<file path="src/rtl/pic_pkg.sv">
package pic_pkg;

    localparam int LVL_W     = 2;
    localparam int STK_W     = 8;
    localparam int STK_SLOTS = STK_W / LVL_W;
    localparam int INT_SRC   = 5;
    localparam int BASE_W    = 8;
    localparam int ADDR_W    = 16;
    localparam int SLOT_LOG2 = 4;
    localparam int IDX_W     = 5;

    typedef logic [LVL_W-1:0] lvl_t;
    typedef logic [STK_W-1:0] stk_t;

    localparam lvl_t LVL_MAX        = 2'd3;
    localparam lvl_t LVL_USER_CEIL  = 2'd2;
    localparam stk_t STK_RESET      = 8'h03;

    typedef enum logic [1:0] {
        STK_HOLD = 2'd0,
        STK_PUSH = 2'd1,
        STK_POP  = 2'd2
    } stk_op_e;

    typedef struct packed {
        stk_op_e op;
        lvl_t    lvl;
    } stk_cmd_t;

    typedef struct packed {
        logic             hit;
        logic             ext;
        logic [IDX_W-1:0] idx;
        lvl_t             lvl;
    } win_t;

    function automatic lvl_t cap_level(lvl_t want, logic user_on);
        return (user_on && want == LVL_MAX) ? LVL_USER_CEIL : want;
    endfunction

    function automatic logic [ADDR_W-1:0] slot_addr(logic [BASE_W-1:0] base,
                                                    logic [IDX_W-1:0] idx);
        logic [ADDR_W-1:0] off;
        off = {{(ADDR_W-IDX_W){1'b0}}, idx} << SLOT_LOG2;
        return {base, {(ADDR_W-BASE_W){1'b0}}} + off;
    endfunction

    function automatic stk_t stk_push(stk_t s, lvl_t l);
        return {s[STK_W-LVL_W-1:0], l};
    endfunction

    function automatic stk_t stk_rotate(stk_t s);
        return {s[LVL_W-1:0], s[STK_W-1:LVL_W]};
    endfunction

endpackage

</file>
<file path="src/rtl/pic_arbiter.sv">
module pic_arbiter
    import pic_pkg::*;
#(
    parameter int N     = 13,
    parameter int POS_W = $clog2(N)
) (
    input  logic               clk,
    input  logic               rst,
    input  logic [N-1:0]       req,
    input  logic [N*LVL_W-1:0] lvl_flat,
    input  lvl_t               cur_lvl,
    input  logic               allow,
    output logic               hit,
    output logic [POS_W-1:0]   pos,
    output lvl_t               win_lvl,
    output logic [N-1:0]       grant
);

    lvl_t       lvls [N];
    logic [N-1:0] elig;

    for (genvar g = 0; g < N; g++) begin : g_src
        assign lvls[g] = lvl_flat[g*LVL_W +: LVL_W];
        assign elig[g] = req[g] && (lvls[g] > cur_lvl);
    end

    logic found;

    always_comb begin
        found   = 1'b0;
        pos     = '0;
        win_lvl = '0;
        for (int i = 0; i < N; i++) begin
            if (elig[i] && (!found || lvls[i] > win_lvl)) begin
                found   = 1'b1;
                pos     = POS_W'(i);
                win_lvl = lvls[i];
            end
        end
        hit   = found && allow;
        grant = '0;
        if (hit) grant[pos] = 1'b1;
    end

    a_r6_single_grant: assert property (@(posedge clk) disable iff (rst)
        $onehot0(grant));

    a_r8_gate_closed: assert property (@(posedge clk) disable iff (rst)
        !allow |-> (grant == '0));

endmodule

</file>
<file path="src/rtl/pic_prio_stack.sv">
module pic_prio_stack
    import pic_pkg::*;
(
    input  logic     clk,
    input  logic     rst,
    input  stk_cmd_t cmd,
    output stk_t     stack
);

    always_ff @(posedge clk) begin
        if (rst) begin
            stack <= STK_RESET;
        end else begin
            case (cmd.op)
                STK_PUSH: stack <= stk_push(stack, cmd.lvl);
                STK_POP:  stack <= stk_rotate(stack);
                default:  stack <= stack;
            endcase
        end
    end

    a_r3_rotate_keeps_ones: assert property (@(posedge clk) disable iff (rst)
        (cmd.op == STK_POP) |=> ($countones(stack) == $countones($past(stack))));

    a_r2_history_moves_up: assert property (@(posedge clk) disable iff (rst)
        (cmd.op == STK_PUSH) |=> (stack[STK_W-1:LVL_W] == $past(stack[STK_W-LVL_W-1:0])));

    a_r11_hold_is_stable: assert property (@(posedge clk) disable iff (rst)
        (cmd.op == STK_HOLD) |=> $stable(stack));

endmodule

</file>
<file path="src/rtl/pic_entry_seq.sv">
module pic_entry_seq
    import pic_pkg::*;
#(
    parameter int ENTRY_CYCLES = 10
) (
    input  logic              clk,
    input  logic              rst,
    input  logic              start,
    input  logic [ADDR_W-1:0] addr_in,
    output logic              busy,
    output logic              vec_valid,
    output logic [ADDR_W-1:0] vec_addr
);

    localparam int CNT_W = $clog2(ENTRY_CYCLES + 1);
    localparam logic [CNT_W-1:0] LAST = CNT_W'(ENTRY_CYCLES);

    logic [CNT_W-1:0] cnt;

    always_ff @(posedge clk) begin
        if (rst) begin
            cnt      <= '0;
            vec_addr <= '0;
        end else if (start) begin
            cnt      <= CNT_W'(1);
            vec_addr <= addr_in;
        end else if (cnt == LAST) begin
            cnt      <= '0;
        end else if (cnt != '0) begin
            cnt      <= cnt + CNT_W'(1);
        end
    end

    assign busy      = (cnt != '0);
    assign vec_valid = (cnt == LAST);

    logic [CNT_W:0] run_len;

    always_ff @(posedge clk) begin
        if (rst)       run_len <= '0;
        else if (busy) run_len <= run_len + 1'b1;
        else           run_len <= '0;
    end

    a_r9_no_restart: assert property (@(posedge clk) disable iff (rst)
        busy |-> !start);

    a_r9_valid_inside: assert property (@(posedge clk) disable iff (rst)
        vec_valid |-> busy);

    a_r9_release_after_valid: assert property (@(posedge clk) disable iff (rst)
        vec_valid |=> !busy);

    a_r10_addr_held: assert property (@(posedge clk) disable iff (rst)
        (busy && !vec_valid) |=> $stable(vec_addr));

    a_r9_window_length: assert property (@(posedge clk) disable iff (rst)
        $fell(busy) |-> (run_len == (CNT_W+1)'(ENTRY_CYCLES)));

endmodule

</file>
<file path="src/rtl/prio_irq_ctl.sv">
module prio_irq_ctl
    import pic_pkg::*;
#(
    parameter int NUM_EXT      = 8,
    parameter int ENTRY_CYCLES = 10
) (
    input  logic                   clk,
    input  logic                   rst,
    input  logic [INT_SRC-1:0]     int_req,
    input  logic [NUM_EXT-1:0]     ext_req,
    input  logic [2*NUM_EXT-1:0]   ext_lvl,
    input  logic                   user_en,
    input  logic                   user_mode,
    input  logic                   atomic_hold,
    input  logic                   set_req,
    input  logic [1:0]             set_lvl,
    input  logic                   pop_req,
    input  logic [BASE_W-1:0]      int_base,
    input  logic [BASE_W-1:0]      ext_base,
    output logic [STK_W-1:0]       prio_stack,
    output logic [1:0]             cur_lvl,
    output logic                   busy,
    output logic [INT_SRC-1:0]     ack_int,
    output logic [NUM_EXT-1:0]     ack_ext,
    output logic                   vec_valid,
    output logic [ADDR_W-1:0]      vec_addr
);

    localparam int NSRC  = INT_SRC + NUM_EXT;
    localparam int POS_W = $clog2(NSRC);

    logic [NSRC-1:0]       req_all;
    logic [NSRC*LVL_W-1:0] lvl_all;

    assign req_all = {ext_req, int_req};

    for (genvar g = 0; g < INT_SRC; g++) begin : g_int_lvl
        assign lvl_all[g*LVL_W +: LVL_W] = LVL_MAX;
    end
    assign lvl_all[NSRC*LVL_W-1:INT_SRC*LVL_W] = ext_lvl;

    logic             allow;
    logic             hit;
    logic [POS_W-1:0] pos;
    lvl_t             win_lvl;
    logic [NSRC-1:0]  grant;

    assign allow = !busy && !atomic_hold;

    pic_arbiter #(.N(NSRC), .POS_W(POS_W)) u_arb (
        .clk      (clk),
        .rst      (rst),
        .req      (req_all),
        .lvl_flat (lvl_all),
        .cur_lvl  (cur_lvl),
        .allow    (allow),
        .hit      (hit),
        .pos      (pos),
        .win_lvl  (win_lvl),
        .grant    (grant)
    );

    win_t              win;
    logic [ADDR_W-1:0] target;
    logic              user_on;

    assign user_on = user_en && user_mode;

    always_comb begin
        win.hit = hit;
        win.lvl = win_lvl;
        if (pos < POS_W'(INT_SRC)) begin
            win.ext = 1'b0;
            win.idx = IDX_W'(pos);
        end else begin
            win.ext = 1'b1;
            win.idx = IDX_W'(pos - POS_W'(INT_SRC));
        end
        target = win.ext ? slot_addr(ext_base, win.idx) : slot_addr(int_base, win.idx);
    end

    stk_cmd_t cmd;

    always_comb begin
        cmd.op  = STK_HOLD;
        cmd.lvl = '0;
        if (win.hit) begin
            cmd.op  = STK_PUSH;
            cmd.lvl = cap_level(win.lvl, user_on);
        end else if (!busy && set_req) begin
            cmd.op  = STK_PUSH;
            cmd.lvl = cap_level(set_lvl, user_on);
        end else if (!busy && pop_req) begin
            cmd.op  = STK_POP;
        end
    end

    pic_prio_stack u_stack (
        .clk   (clk),
        .rst   (rst),
        .cmd   (cmd),
        .stack (prio_stack)
    );

    assign cur_lvl = prio_stack[LVL_W-1:0];

    pic_entry_seq #(.ENTRY_CYCLES(ENTRY_CYCLES)) u_seq (
        .clk       (clk),
        .rst       (rst),
        .start     (win.hit),
        .addr_in   (target),
        .busy      (busy),
        .vec_valid (vec_valid),
        .vec_addr  (vec_addr)
    );

    logic [NSRC-1:0] ack_q;

    always_ff @(posedge clk) begin
        if (rst) ack_q <= '0;
        else     ack_q <= grant;
    end

    assign ack_int = ack_q[INT_SRC-1:0];
    assign ack_ext = ack_q[NSRC-1:INT_SRC];

    a_r4_strictly_above: assert property (@(posedge clk) disable iff (rst)
        hit |-> (win_lvl > cur_lvl));

    a_r5_user_ceiling: assert property (@(posedge clk) disable iff (rst)
        (user_on && cmd.op == STK_PUSH) |=> (cur_lvl != LVL_MAX));

    a_r8_atomic_blocks: assert property (@(posedge clk) disable iff (rst)
        atomic_hold |=> !$rose(busy));

    a_r9_ack_on_entry: assert property (@(posedge clk) disable iff (rst)
        (ack_q != '0) |-> ($rose(busy) && $countones(ack_q) == 1));

endmodule

</file>
<file path="config.mk">
export PLATFORM = sky130hd
export DESIGN_NAME = prio_irq_ctl
export DESIGN_NICKNAME = d
export VERILOG_FILES = /design/src/rtl/pic_pkg.sv /design/src/rtl/pic_arbiter.sv /design/src/rtl/pic_prio_stack.sv /design/src/rtl/pic_entry_seq.sv /design/src/rtl/prio_irq_ctl.sv
export SDC_FILE = /design/constraint.sdc
export NUM_CORES = 1
export LEC_CHECK = 0
export ABC_AREA = 1
export CORE_MARGIN = 1.5
export CORE_UTILIZATION = 50
export CTS_CLUSTER_DIAMETER = 120
export DETAILED_ROUTE_END_ITERATION = 10
export PLACE_DENSITY = 0.87
export SETUP_SLACK_MARGIN = 0.3
export SKIP_CTS_REPAIR_TIMING = 1
export SYNTH_ARGS = -nofsm -noshare
export SYNTH_HDL_FRONTEND = slang
export SYNTH_SLANG_ARGS = --single-unit
</file>
<file path="constraint.sdc">
create_clock -name clk -period 31 [get_ports clk]
set_input_delay 4.65 -clock clk [delete_from_list [all_inputs] [get_ports clk]]
set_output_delay 4.65 -clock clk [all_outputs]
set_load 0.01 [all_outputs]
</file>
* Yosys cells after proc, flatten, opt, wreduce, memory -nomap -nowiden
Cells that the tools add are included.
Operators by class: shift operators 0, mux-type cells 52, reduce and logical (&&, ||, !) cells 64, multiply operators 0, magnitude comparators 24, div/mod/pow operators 0, bitwise logic cells 1, add/sub/neg operators 4, equal/unequal tests 5
Operators by type and width (count):
- two-way mux 2 bit | 20
- logical AND 1 bit | 33
- adder 16 x 9 -> 16 bit | 2
- > comparator 2 bit | 16
- two-way mux 4 bit | 6
- two-way mux 1 bit | 18
- two-way mux 16 bit | 1
- case mux 8 bit (2 select lines) | 1
- logical NOT 1 bit | 14
- logical OR 1 bit | 12
- two-way mux 3 bit | 4
- > comparator 2 bit (first input constant) | 5
- == test 2 bit (second input constant) | 3
- two-way mux 6 bit | 1
- < comparator 4 x 5 -> 1 bit (second input constant) | 1
- subtractor 4 x 3 -> 5 bit (second input constant) | 1
- adder 4 x 1 -> 4 bit (second input constant) | 1
- demux 1 bit (select 4 bit) | 1
- == test 4 bit (second input constant) | 1
- greater-or-equal comparator 4 x 1 -> 1 bit (second input constant) | 1
- < comparator 4 x 3 -> 1 bit (second input constant) | 1
- nonzero test 4 bit | 1
- nonzero test 3 bit | 1
- OR reduction 3 bit | 1
- other kinds (4) | 4
Word-level totals: memory bits (writable) 0, bits in read-only memories 0, latch bits 0, memories 0, output and inout port bits 41, bits in registers 41, word-level logic and storage cells 155

* Longest topological paths before layout
depth after elaboration 57, gate-level depth with buffers 81

* Modules after synthesis
From an unflattened synthesis, not the netlist that was laid out.
Unflattened totals: cell total of the unflattened synthesis 641, area total of the unflattened synthesis 4058.9 µm²
By module, submodules not included:
- pic_arbiter | sequential area each 0.0 µm², cells an instance 343, area each 1951.9 µm², times used 1
- prio_irq_ctl | sequential area each 260.2 µm², cells an instance 130, area each 888.4 µm², times used 1
- pic_entry_seq | sequential area each 400.4 µm², cells an instance 98, area each 779.5 µm², times used 1
- pic_prio_stack | sequential area each 160.2 µm², cells an instance 70, area each 439.2 µm², times used 1

* Worst setup path after synthesis
No wires, ideal clock.
path type input port to flip-flop, start in int_req[1], end reg u_seq.vec_addr[14], cell stages on the path 73, arrival 13.430 ns, setup slack 17.457 ns, library setup time 0.113 ns, path through o21ai_2 > nand2_4 > nor2_4 > ha_1 > nand2_1 > o21ai_0 > nand2_1 > nand2_1 > o21ai_0 > inv_1 > ha_1 > nand2_1 > o21ai_0 > nand2_2 > nand2_4 > nand2_2 > nand2_1 > ha_1 > (+37 left out) > nor2_1 > o21ai_0 > o21ai_0 > nand2_1 > inv_1 > nor2_4 > nand2_4 > buf_8 > inv_1 > nand2_1 > nand2_1 > ha_1 > ha_1 > nand2_2 > nor2_4 > nand3_1 > nand3_1 > nand2_1
On the way: longest elaborated chain between the ends 51
RTL lines:
- start, declared | RTL line prio_irq_ctl.sv:9 | input logic [INT_SRC-1:0] int_req,
- logical AND 1 bit * | RTL line pic_arbiter.sv:24 | assign elig[g] = req[g] && (lvls[g] > cur_lvl);
- logical AND 1 bit * | RTL line pic_arbiter.sv:34 | if (elig[i] && (!found || lvls[i] > win_lvl)) begin
- two-way mux 2 bit / two-way mux 1 bit (equally long branches) | RTL line pic_arbiter.sv:34
- > comparator 2 bit / logical NOT 1 bit (equally long branches) | RTL line pic_arbiter.sv:34
- logical OR 1 bit | RTL line pic_arbiter.sv:34
- logical AND 1 bit | RTL line pic_arbiter.sv:34
- two-way mux 2 bit / two-way mux 1 bit (equally long branches) | RTL line pic_arbiter.sv:34
- > comparator 2 bit / logical NOT 1 bit (equally long branches) | RTL line pic_arbiter.sv:34
- (+35 left out)
- > comparator 2 bit / logical NOT 1 bit (equally long branches) | RTL line pic_arbiter.sv:34
- logical OR 1 bit | RTL line pic_arbiter.sv:34
- logical AND 1 bit | RTL line pic_arbiter.sv:34
- two-way mux 4 bit | RTL line pic_arbiter.sv:34
- subtractor 4 x 3 -> 5 bit / < comparator 4 x 3 -> 1 bit (equally long branches) | RTL line prio_irq_ctl.sv:77, prio_irq_ctl.sv:72
- two-way mux 6 bit | RTL line prio_irq_ctl.sv:72 | if (pos < POS_W'(INT_SRC)) begin
- adder 16 x 9 -> 16 bit | RTL line pic_pkg.sv:45 | return {base, {(ADDR_W-BASE_W){1'b0}}} + off;
- two-way mux 16 bit | RTL line prio_irq_ctl.sv:79 | target = win.ext ? slot_addr(ext_base, win.idx) : slot_addr(int_base, win.idx);
- end signal, assigned | RTL line pic_entry_seq.sv:26 | vec_addr <= addr_in;
- end, declared | RTL line pic_entry_seq.sv:12 | output logic [ADDR_W-1:0] vec_addr
Mark *: on every way between the ends. The rest lies on a longest branch, timed or not. A chain may end at the register's enable or synchronous reset.

* Worst setup path after layout
Ends and elaborated chain as after synthesis.

==> results.yml <==
global_routing:
  grt_overflow_total: 0
  grt_pass1_vias: 2979
  grt_busiest_layer: "met2"
  use_met1_pct: 26.1
  antenna_found_initial: 0
  grt.met3_usage_pct: 5.49
  grt_use_met2_pct: 41.6
  grt_pass1_wl_um: 12100
  gr-usage-all-layers_pct: 22.8
  grt_max_degree: 17
yosys:
  postSynth.asyncResetShare_pct: 0
  synth_enable_flop_cells: 0
  synth.area.top_cells: "dfxtp_1 24%, ha_1 16%, nand2_1 13%"
  yosysSeqAreaShare_pct: 23.6
  synth.top_cell.area_share_pct: 23.6
  synth_warnings: 0
  synth-seq-cells: 37
  netlist_area_um2: 3130
  synth_top_cell_by_area: "dfxtp_1"
  synth_ff_type: "dfxtp_1"
  synthTopCellsByCount: "108 x nand2_1, 66 x inv_1, 43 x nor2_1, 41 x o21ai_0, 39 x ha_1"
  ys_types: 38
  yosysMostFrequentCell: "nand2_1"
  synth.avg_cell_area_um2: 6.74
  syn_inst: 465
critical_path:
  rrSetupSlack_ns: 19.96
  cp.arrival_ns: 15.22
  slowest_delay_ns: 0.44
  crit_path_start_kind: "input port"
  endpoint_kind: "flip-flop"
  cpMostUsedCell: "o21ai_0"
  regToRegStartpoint: "u_stack.stack[0]"
  crit_fanout: 12
  required_ns: 31.19
  crit_type: "in -> reg"
  reg2regPathDepth: 72
  crit_slowest_cell: "clkdlybuf4s50_1"
  r2r_end: "u_seq.vec_addr[14]"
pwr:
  p_per_area_nw_per_um2: 118
  p_leak_nw: 2.04
  p_total_mw: 0.491
  peakVddDrop_mv: 0.0737
layout:
  final_util_pct: 69.7
  area_growth_pct: 33.2
  n_antenna_cell: 0
  stdcell_count: 629
  drive_gt1_share_pct: 10.6
  design_area_um2: 4180
  fin_nets: 646
sta:
  hold_viol_final: 0
  setup_violations: 0
  fin_ws_ns: 15.97
  relSlewSlack_pct: 43.8
  max_freq_ghz: 0.0665
  worst_pin_slew_ns: 0.839
  fin_tns_setup_ns: 0
  finalCritPeriodShare_pct: 48.5
  whs_ns: 0.450
  drv_slew: 0
  min_period_ns: 15.03
  fin_skew_ns: 0.00866
  rsz0062_at_grt: "false"
clock_tree:
  cts_tree: "done"
  clockBufferDepth: 2
  clock-root-buffer: "clkbuf_8"
  clk_pin_slew_ns: 0.08
  cts_buffers: 5
  htreeDepth: 2
  cts.sinks: 37
  insertion_delay_ns: 0.30
routing:
  ant_nets: 0
  vias_per_cell: 5.01
  drtIter0Drc: 140
  vias: 3153
  wl_um: 7280
  drc: 0
  drtPass1Iterations: 4
  wl_per_cell_um: 11.6
floorplan:
  start_util_pct: 52.3
  die-area_um2: 6750
  ioPinCount: 95
  core-area_um2: 5990
  die_w_um: 82.2
  rows: 28
  die_h_um: 82.2
hold_path:
  holdCritPathClass: "reg -> reg"
  whs_path_depth: 2
  min_to: "u_seq.vec_addr[7]"
  hold_path.startpoint: "u_seq.vec_addr[7]"
place:
  port-buffer-count: 90
  pre_cts_ws_ns: 15.80
  hpwl_um: 5960
  gp_congestion: 0.856
  place_area_um2: 4060
  placedCellCount: 621
run_status:
  status: "finished clean"
flow_run:
  max_cap_violations: 0
-- cells by family after synthesis --
logic type                 share of synthesized area (%)
xor gates and xnor gates                            1.40
buffers and inverters                               10.8
other                                              0.120
and+or+nand+nor                                     35.0
DFF                                                 23.6
AOI/OAI and AO/OA                                   13.5
adders and majority gates                           15.6
-- metal layers --
layer | vias to the layer above | wire [µm] | part of all wire [%]
met4 | 0 | 76 | 1.0
met3 | 8 | 495 | 6.8
met1 | 1393 | 3090 | 42
met2 | 94 | 3620 | 50
met5 | - | 0 | 0
li1 | 1658 | - | -
-- report_power, final --
part           switching [mW]  internal (mW)
Sequential            0.00981         0.0604
Clock                  0.0182         0.0241
Combinational           0.236          0.143
Total                   0.264          0.227
-- worst max-delay path: cells and delay by family --
| kind | cells | cell delay, ns |
|---|---|---|
| fa+ha+maj | 10 | 2.65 |
| buf+inv | 10 | 1.27 |
| simple gates | 36 | 3.75 |
| compound gates | 16 | 2.91 |
-- final cells by class --
type                            instances  area (µm²)
Multi-Input combinational cell        350        2070
Fill cell                             495        1820
Timing Repair Buffer                   90         901
Sequential cell                        37         741
Inverter                               69         259
Tap cell                               75        93.8
Clock buffer                            5        68.8
Clock inverter                          3        46.3
-- cell usage in the layout, fill, tap and decap left out, drive strengths merged, types with 2 or more instances in the layout --
| cell type | n |
|---|---|
| inv | 68 |
| or2 | 2 |
| clkbuf | 5 |
| a21oi | 21 |
| nand4 | 2 |
| xor2 | 4 |
| nand3b | 3 |
| nor2 | 49 |
| dfxtp | 37 |
| conb | 4 |
| clkdlybuf4s50 | 90 |
| nand2 | 138 |
| nand3 | 29 |
| clkinv | 2 |
| o21ai | 46 |
| a22o | 2 |
| ha | 39 |
-- worst max-delay path by stage --
stage          startpoint                 end  slack, ns  cells past startpoint
6_report       int_req[1]  u_seq.vec_addr[14]      15.97                     72
5_1_grt        int_req[1]  u_seq.vec_addr[14]      14.87                     72
4_1_cts        int_req[1]  u_seq.vec_addr[14]      16.08                     72
3_5_place_dp   int_req[1]  u_seq.vec_addr[14]      15.80                     72
3_3_place_gp   int_req[1]  u_seq.vec_addr[14]      16.35                     73
2_1_floorplan  int_req[1]  u_seq.vec_addr[14]      17.46                     73
-- state kept, by name, summed over array words and instances, names as in the netlist --
register and flops:
u_stack.stack 8, u_seq.cnt 4, u_seq.vec_addr 12, ack_q 13
Note: power is estimated with default switching activity, not from simulation.
